### config.mk
export PLATFORM = sky130hd
export DESIGN_NAME = xlat_cache
export DESIGN_NICKNAME = d
export VERILOG_FILES = /design/src/rtl/xlat_cache_pkg.sv /design/src/rtl/xlat_pick.sv /design/src/rtl/xlat_way.sv /design/src/rtl/xlat_cache.sv
export SDC_FILE = /design/constraint.sdc
export NUM_CORES = 2
export LEC_CHECK = 0
export BUFFER_PORTS_ARGS = -buffer_cell sky130_fd_sc_hd__buf_4
export CAP_MARGIN = 40
export CELL_PAD_IN_SITES_DETAIL_PLACEMENT = 1
export CELL_PAD_IN_SITES_GLOBAL_PLACEMENT = 1
export CORE_MARGIN = 8
export CORE_UTILIZATION = 40
export DETAILED_ROUTE_END_ITERATION = 12
export PLACE_DENSITY_LB_ADDON = 0.1
export SLEW_MARGIN = 15
export SYNTH_ARGS = -nofsm -noshare
export SYNTH_HDL_FRONTEND = slang
export SYNTH_SLANG_ARGS = --single-unit
### constraint.sdc
create_clock -name clk -period 6.5 [get_ports clk]
set_input_delay 1.3 -clock clk [delete_from_list [all_inputs] [get_ports clk]]
set_output_delay 1.3 -clock clk [all_outputs]
set_load 0.01 [all_outputs]
### src/rtl/xlat_cache_pkg.sv
package xlat_cache_pkg;

    parameter int VA_W     = 39;
    parameter int PA_W     = 56;
    parameter int ASID_W   = 16;
    parameter int ATTR_W   = 8;
    parameter int LVL_W    = 2;
    parameter int PG_BITS  = 12;
    parameter int LVL_BITS = 9;
    parameter int LVL_MAX  = 2;

    typedef struct packed {
        logic              vld;
        logic              glb;
        logic [ASID_W-1:0] asid;
        logic [VA_W-1:0]   va;
        logic [VA_W-1:0]   mmask;
        logic [PA_W-1:0]   pa;
        logic [ATTR_W-1:0] attr;
        logic [PA_W-1:0]   leaf_pa;
    } ent_t;

    // Bits below the page shift for a given level.
    function automatic logic [VA_W-1:0] off_mask(input logic [LVL_W-1:0] lvl);
        logic [VA_W-1:0] m;
        int sh;
        sh = PG_BITS + int'(lvl) * LVL_BITS;
        for (int i = 0; i < VA_W; i++) begin
            m[i] = (i < sh);
        end
        return m;
    endfunction

endpackage

### src/rtl/xlat_pick.sv
module xlat_pick #(
    parameter int N  = 8,
    parameter int IW = 3
) (
    input  logic [N-1:0]  req,
    output logic          any,
    output logic [IW-1:0] idx
);
    always_comb begin
        any = |req;
        idx = '0;
        for (int i = N - 1; i >= 0; i--) begin
            if (req[i]) idx = IW'(i);
        end
    end
endmodule

### src/rtl/xlat_way.sv
module xlat_way
    import xlat_cache_pkg::*;
(
    input  ent_t              ent_i,
    input  logic [ASID_W-1:0] lk_asid,
    input  logic [VA_W-1:0]   lk_va,
    input  logic              fl_by_asid,
    input  logic              fl_by_va,
    input  logic [ASID_W-1:0] fl_asid,
    input  logic [VA_W-1:0]   fl_va,
    output logic              hit_o,
    output logic              kill_o
);
    logic lk_va_ok, lk_tag_ok, fl_va_ok, fl_tag_ok;

    always_comb begin
        lk_va_ok  = (ent_i.va == (ent_i.mmask & lk_va));
        lk_tag_ok = ent_i.glb | (ent_i.asid == lk_asid);
        hit_o     = ent_i.vld & lk_va_ok & lk_tag_ok;

        fl_va_ok  = (ent_i.va == (ent_i.mmask & fl_va));
        fl_tag_ok = (ent_i.asid == fl_asid);
        unique case ({fl_by_asid, fl_by_va})
            2'b00:   kill_o = ent_i.vld;
            2'b01:   kill_o = ent_i.vld & fl_va_ok;
            2'b10:   kill_o = ent_i.vld & ~ent_i.glb & fl_tag_ok;
            default: kill_o = ent_i.vld & ~ent_i.glb & fl_tag_ok & fl_va_ok;
        endcase
    end
endmodule

### src/rtl/xlat_cache.sv
module xlat_cache
    import xlat_cache_pkg::*;
#(
    parameter int NUM_ENT = 8,
    localparam int IDX_W  = (NUM_ENT > 1) ? $clog2(NUM_ENT) : 1
) (
    input  logic              clk,
    input  logic              rst_n,
    input  logic [ASID_W-1:0] lk_asid,
    input  logic [VA_W-1:0]   lk_va,
    output logic              lk_hit,
    output logic [IDX_W-1:0]  lk_idx,
    output logic [PA_W-1:0]   lk_pa,
    output logic [ATTR_W-1:0] lk_attr,
    output logic [PA_W-1:0]   lk_leaf_pa,
    input  logic              fill_en,
    input  logic [ASID_W-1:0] fill_asid,
    input  logic              fill_glb,
    input  logic [VA_W-1:0]   fill_va,
    input  logic [PA_W-1:0]   fill_pa,
    input  logic [LVL_W-1:0]  fill_lvl,
    input  logic [ATTR_W-1:0] fill_attr,
    input  logic [PA_W-1:0]   fill_leaf_pa,
    input  logic              upd_en,
    input  logic [IDX_W-1:0]  upd_idx,
    input  logic [ATTR_W-1:0] upd_attr,
    input  logic              fl_en,
    input  logic              fl_by_asid,
    input  logic              fl_by_va,
    input  logic [ASID_W-1:0] fl_asid,
    input  logic [VA_W-1:0]   fl_va
);
    localparam logic [IDX_W-1:0] LAST_IDX = IDX_W'(NUM_ENT - 1);

    typedef struct packed {
        ent_t [NUM_ENT-1:0] ent;
        logic [IDX_W-1:0]   rr;
    } st_t;

    st_t st_d, st_q;

    logic [NUM_ENT-1:0] hit_vec, kill_vec, vld_vec;
    logic               free_any;
    logic [IDX_W-1:0]   free_idx, hit_idx, victim;
    logic               fill_ok;
    logic [VA_W-1:0]    new_off;
    ent_t               new_ent, sel;

    // Per-entry compare for lookup and flush
    for (genvar g = 0; g < NUM_ENT; g++) begin : g_way
        xlat_way u_way (
            .ent_i      (st_q.ent[g]),
            .lk_asid    (lk_asid),
            .lk_va      (lk_va),
            .fl_by_asid (fl_by_asid),
            .fl_by_va   (fl_by_va),
            .fl_asid    (fl_asid),
            .fl_va      (fl_va),
            .hit_o      (hit_vec[g]),
            .kill_o     (kill_vec[g])
        );
        assign vld_vec[g] = st_q.ent[g].vld;


        va_masked_chk: assert property (@(posedge clk) disable iff (!rst_n)
            st_q.ent[g].vld |-> ((st_q.ent[g].va & ~st_q.ent[g].mmask) == '0));


        glb_survive_chk: assert property (@(posedge clk) disable iff (!rst_n)
            (fl_en && fl_by_asid && st_q.ent[g].vld && st_q.ent[g].glb) |=> st_q.ent[g].vld);
    end

    xlat_pick #(.N(NUM_ENT), .IW(IDX_W)) u_hit_pick (
        .req (hit_vec), .any (lk_hit), .idx (hit_idx)
    );

    xlat_pick #(.N(NUM_ENT), .IW(IDX_W)) u_free_pick (
        .req (~vld_vec), .any (free_any), .idx (free_idx)
    );

    // Lookup outputs
    always_comb begin
        sel = st_q.ent[hit_idx];
        if (lk_hit) begin
            lk_idx     = hit_idx;
            lk_pa      = sel.pa | PA_W'(lk_va & ~sel.mmask);
            lk_attr    = sel.attr;
            lk_leaf_pa = sel.leaf_pa;
        end else begin
            lk_idx     = '0;
            lk_pa      = '0;
            lk_attr    = '0;
            lk_leaf_pa = '0;
        end
    end

    // Next-state computation
    always_comb begin
        fill_ok = fill_en && (fill_lvl <= LVL_W'(LVL_MAX));
        victim  = free_any ? free_idx : st_q.rr;
        new_off = off_mask(fill_lvl);

        new_ent.vld     = 1'b1;
        new_ent.glb     = fill_glb;
        new_ent.asid    = fill_asid;
        new_ent.va      = fill_va & ~new_off;
        new_ent.mmask   = ~new_off;
        new_ent.pa      = fill_pa & ~PA_W'(new_off);
        new_ent.attr    = fill_attr;
        new_ent.leaf_pa = fill_leaf_pa;

        st_d = st_q;
        if (fl_en) begin
            for (int i = 0; i < NUM_ENT; i++) begin
                if (kill_vec[i]) st_d.ent[i].vld = 1'b0;
            end
        end else begin
            if (upd_en) st_d.ent[upd_idx].attr = upd_attr;
            if (fill_ok) begin
                st_d.ent[victim] = new_ent;
                if (!free_any) st_d.rr = (st_q.rr == LAST_IDX) ? '0 : st_q.rr + 1'b1;
            end
        end
    end

    always_ff @(posedge clk or negedge rst_n) begin
        if (!rst_n) st_q <= '0;
        else        st_q <= st_d;
    end


    lowest_hit_chk: assert property (@(posedge clk) disable iff (!rst_n)
        lk_hit |-> (hit_vec[lk_idx] && st_q.ent[lk_idx].vld
                    && ((hit_vec & ((NUM_ENT'(1) << lk_idx) - NUM_ENT'(1))) == '0)));


    flush_all_chk: assert property (@(posedge clk) disable iff (!rst_n)
        (fl_en && !fl_by_asid && !fl_by_va) |=> (vld_vec == '0));


    fill_lands_chk: assert property (@(posedge clk) disable iff (!rst_n)
        (fill_ok && !fl_en) |=> (st_q.ent[$past(victim)].vld
                                  && st_q.ent[$past(victim)].attr == $past(fill_attr)));


    upd_attr_chk: assert property (@(posedge clk) disable iff (!rst_n)
        (upd_en && !fl_en && !(fill_ok && victim == upd_idx))
        |=> (st_q.ent[$past(upd_idx)].attr == $past(upd_attr)));

endmodule

==> metrics.json <==
{
  "sequentialPowerShare_pct": 43.1,
  "number_of_flip_flops_and_latches_in_the_synthesized_netlist": 1435,
  "floorplan.initialDensity_pct": 40.2,
  "final.period_utilization_pct": 100,
  "remaining_max_slew_budget_at_the_tightest_pin_pct": 32.7,
  "power_leakage_nw": 44.3,
  "run_status": "finished with violations",
  "ys_dominant_reg_cell": "dfrtp_1",
  "firstDrtPassIters": 6,
  "synthesis.area_per_instance_um2": 8.42,
  "vdd.ir_drop.worst_uv": 212,
  "setup-tns-final_ns": -0.00221,
  "hpwl_after_detailed_placement_um": 251000,
  "worst_setup_path_end_kind": "output port",
  "internal-power_mw": 19.0,
  "placeableCoreArea_um2": 190000,
  "wl_per_cell_um": 29.3,
  "postLayoutSetupSlackWorst_ns": -0.00221,
  "crit_type": "input pin to output port",
  "most_instantiated_library_cell_after_synthesis": "nand2_1",
  "final_net_count": 9839,
  "max_stage_delay_ns": 0.45,
  "synth_area_um2": 76500,
  "power_density_nw_per_um2": 308,
  "max_freq_ghz": 0.154,
  "tritoncts_num_sinks": 1435,
  "drt_drc_violations_left": 0,
  "chipHeight_um": 453,
  "largest_register_ff_count": 1435,
  "grt_overflow_total": 0,
  "netlist.top_cell.by_area": "dfrtp_1",
  "startpoint_type": "input pin",
  "whs_ns": 0.422,
  "worst-path-buf-inv": 10,
  "die-area_um2": 206000,
  "timing.max_cap.violations": 0,
  "clock_latency_ns": 0.82,
  "switching_share_pct": 34.1,
  "failed_checks": "negative setup slack",
  "critical-path-top-delay-family": "buffers and inverters",
  "cts-root-to-sink-buffers": 3,
  "clk_pin_slew_worst_paths_ns": 0.05,
  "grt_pass1_wl_um": 518000,
  "proportion_of_power_drawn_by_combinational_gates_pct": 22.5,
  "via_density_per_instance": 5.81,
  "n_fill_cell": 22000,
  "mappedNetlistNets": 9396,
  "highest_fanout_seen_on_the_critical_path": 9,
  "number_of_antenna_violations_at_the_first_check_in_global_routing": 49,
  "port_buffers": 401,
  "ys.warnings.count": 0,
  "finalCoreUtilization_pct": 49.2,
  "final_layout_size_suffix_gt1_share_pct": 17.5,
  "pin_count": 430,
  "reg_top3": "st_q (1435)",
  "postSynthCellCount": 9088,
  "most_numerous_cell_types_in_the_synthesized_netlist": "nand2_1, dfrtp_1, o21ai_0, clkbuf_1, xor2_1",
  "route.vias.total": 70900,
  "required_ns": 5.20,
  "grt_start_max_net_pins": 151,
  "timing.final.crit_period_ns": 6.50,
  "async_reset_ff_share_pct": 100,
  "first_iter_violations": 5962,
  "setup_viol_count_final": 1,
  "grt_setup_unrepaired": "true",
  "tightest_pin_transition_ns": 1.01,
  "cts_inserted_buffers": 173,
  "place_congestion": 0.979,
  "share_clk_of_total_power_pct": 34.4,
  "worstPathCellList": "buf_4 > buf_6 > buf_4 > xor2_1 > nor4_2 > a41oi_4 > buf_12 > nor4_4 > nand4_1 > buf_6 > a21o_1 > buf_4 > buf_4 > or3b_2 > a21oi_2 > o221ai_2 > buf_12 > nand2_1 > o41ai_2 > buf_4 > buf_4",
  "synth.top_cells.by_area": "dfrtp_1, nand2_1, o21ai_0, xor2_1, clkbuf_1",
  "hold_viol": 0,
  "power.switching_mw": 9.82,
  "finalWirelength_um": 357000,
  "hold_path_class": "input pin to asynchronous set/reset pin",
  "registers.top_by_ff_count": "st_q",
  "slowest_stage": "or3b_2",
  "post_synth_num_cell_types": 93,
  "chipWidth_um": 453,
  "grt_pass1_vias": 72800,
  "synth_enable_flop_cells": 0,
  "critPathMostFrequentCell": "buf_4",
  "slew_viol_final": 0,
  "htreeDepth": 4,
  "yosysTopAreaCellShare_pct": 46.9,
  "cts_root_buf": "clkbuf_16",
  "synthToLayoutAreaGrowth_pct": 22.2,
  "cts.hold.buffers_added": 0,
  "cts_tree": "built",
  "postRouteAntennaNets": 0,
  "num_rows": 160,
  "worst-endpoint-arrival_ns": 5.20,
  "skew_ns": 0.0348,
  "global_route.usage.total_pct": 33.9,
  "synth-seq-area-share_pct": 46.9
}
## final cells by class
cell class | count | area [um^2] | share of cell area, %
Tap cell | 2511 | 3140 | 3.36
Timing Repair Buffer | 1013 | 9670 | 10.3
Clock inverter | 58 | 752 | 0.804
Clock buffer | 240 | 4960 | 5.31
Multi-Input combinational cell | 6803 | 38500 | 41.2
Antenna cell | 33 | 82.6 | 0.0883
Timing Repair inverter | 1 | 8.76 | 0.00937
Sequential cell | 1435 | 35900 | 38.4
Inverter | 104 | 420 | 0.450
## worst register-to-register path: stages (launching register included)
cell and delay, ns:
dfrtp_1 0.65, buf_4 0.33, nand4_1 0.20, o21bai_1 0.42
nand3_1 0.33, nor2_1 0.32, nand2_1 0.38, nor2_4 0.68
buf_12 0.44, nand2_1 0.37, nand2_1 0.08
## power by group through the flow
stage / clock network, mW / logic (mW) / registers (mW)
final: 9.91 / 6.47 / 12.4
after global routing: 10.4 / 7.06 / 12.6
after CTS: 10.1 / 6.27 / 12.4
after detailed placement: 0 / 6.18 / 12.5
after global placement: 0 / 5.96 / 12.4
after floorplan: 0 / 3.82 / 11.8
## path summary, 6_finish.rpt
kind / end / start / slack, ns / cells after the start
worst max-delay path: lk_pa[14] / lk_asid[6] / -0.002 / 21
worst min-delay path: st_q[529] / rst_n / 0.42 / 1
worst max register to register: st_q[327] / st_q[1298] / 2.22 / 10
worst min register to register: st_q[737] / st_q[737] / 0.47 / 2
max in group asynchronous: st_q[662] / rst_n / 4.33 / 3
min in group clk: st_q[737] / st_q[737] / 0.47 / 2
## repair_timing
action                                  CTS  global route
pin swaps                                34            38
cloned                                   13             2
setup buffers                            25            20
resized for setup                       161           137
endpoints found under the setup margin  116           116
## placed cells by master (no fill, tap or decap), types with 38 or more instances in the layout
cell,netlist,layout
a21oi_1,209,199
a22oi_1,85,83
and2_1,124,124
buf_12,0,111
buf_4,19,823
buf_6,5,40
clkbuf_16,0,177
dfrtp_1,1435,1427
inv_1,101,100
mux2_2,147,145
mux2i_1,163,159
nand2_1,2978,2972
nand2b_1,104,100
nand3_1,125,125
nand3b_1,51,51
nand4_1,101,101
nor2_1,294,283
nor2b_1,116,115
nor3_1,48,46
nor4_1,122,90
o211ai_1,38,38
o21ai_0,737,725
o22a_1,91,91
o22ai_1,133,128
or3_1,85,62
xnor2_1,168,168
xor2_1,332,319
## layer usage
layer | share of wire (%) | track usage, % | routed length, um | vias up
li1 | - | - | - | 31500
met1 | 42 | 45.1 | 151000 | 36400
met2 | 46 | 54.6 | 165000 | 2300
met3 | 6.2 | 5.68 | 22300 | 724
met4 | 5.0 | 14.8 | 17800 | 24
met5 | 0.046 | 0 | 163 | -
## per-stage QoR
step | setup WS [ns] | total power [mW] | std cells | cell area [um^2]
CTS | -0.00440 | 28.7 | 12100 | 92600
global placement | -0.709 | 18.4 | 11800 | 85200
finish | -0.00221 | 28.8 | 12200 | 93500
global route | -0.0542 | 30.1 | 12200 | 93500
floorplan | 0.554 | 15.7 | 9088 | 76500
detailed placement | -0.721 | 18.7 | 11800 | 85500
## cell families (layout without fill, tap and decap cells)
kind of cell / Yosys count / in the layout / synth area share, %
xor+xnor: 500 / 500 / 5.72
flops: 1435 / 1435 / 46.9
buf+inv: 850 / 1416 / 4.41
mux: 310 / 310 / 4.30
other cells: 0 / 33 / 0
compound gates: 1691 / 1691 / 14.0
simple gates: 4300 / 4300 / 24.6
fa+ha+maj: 2 / 2 / 0.0327
No activity file was read; power rests on OpenSTA's default activity.
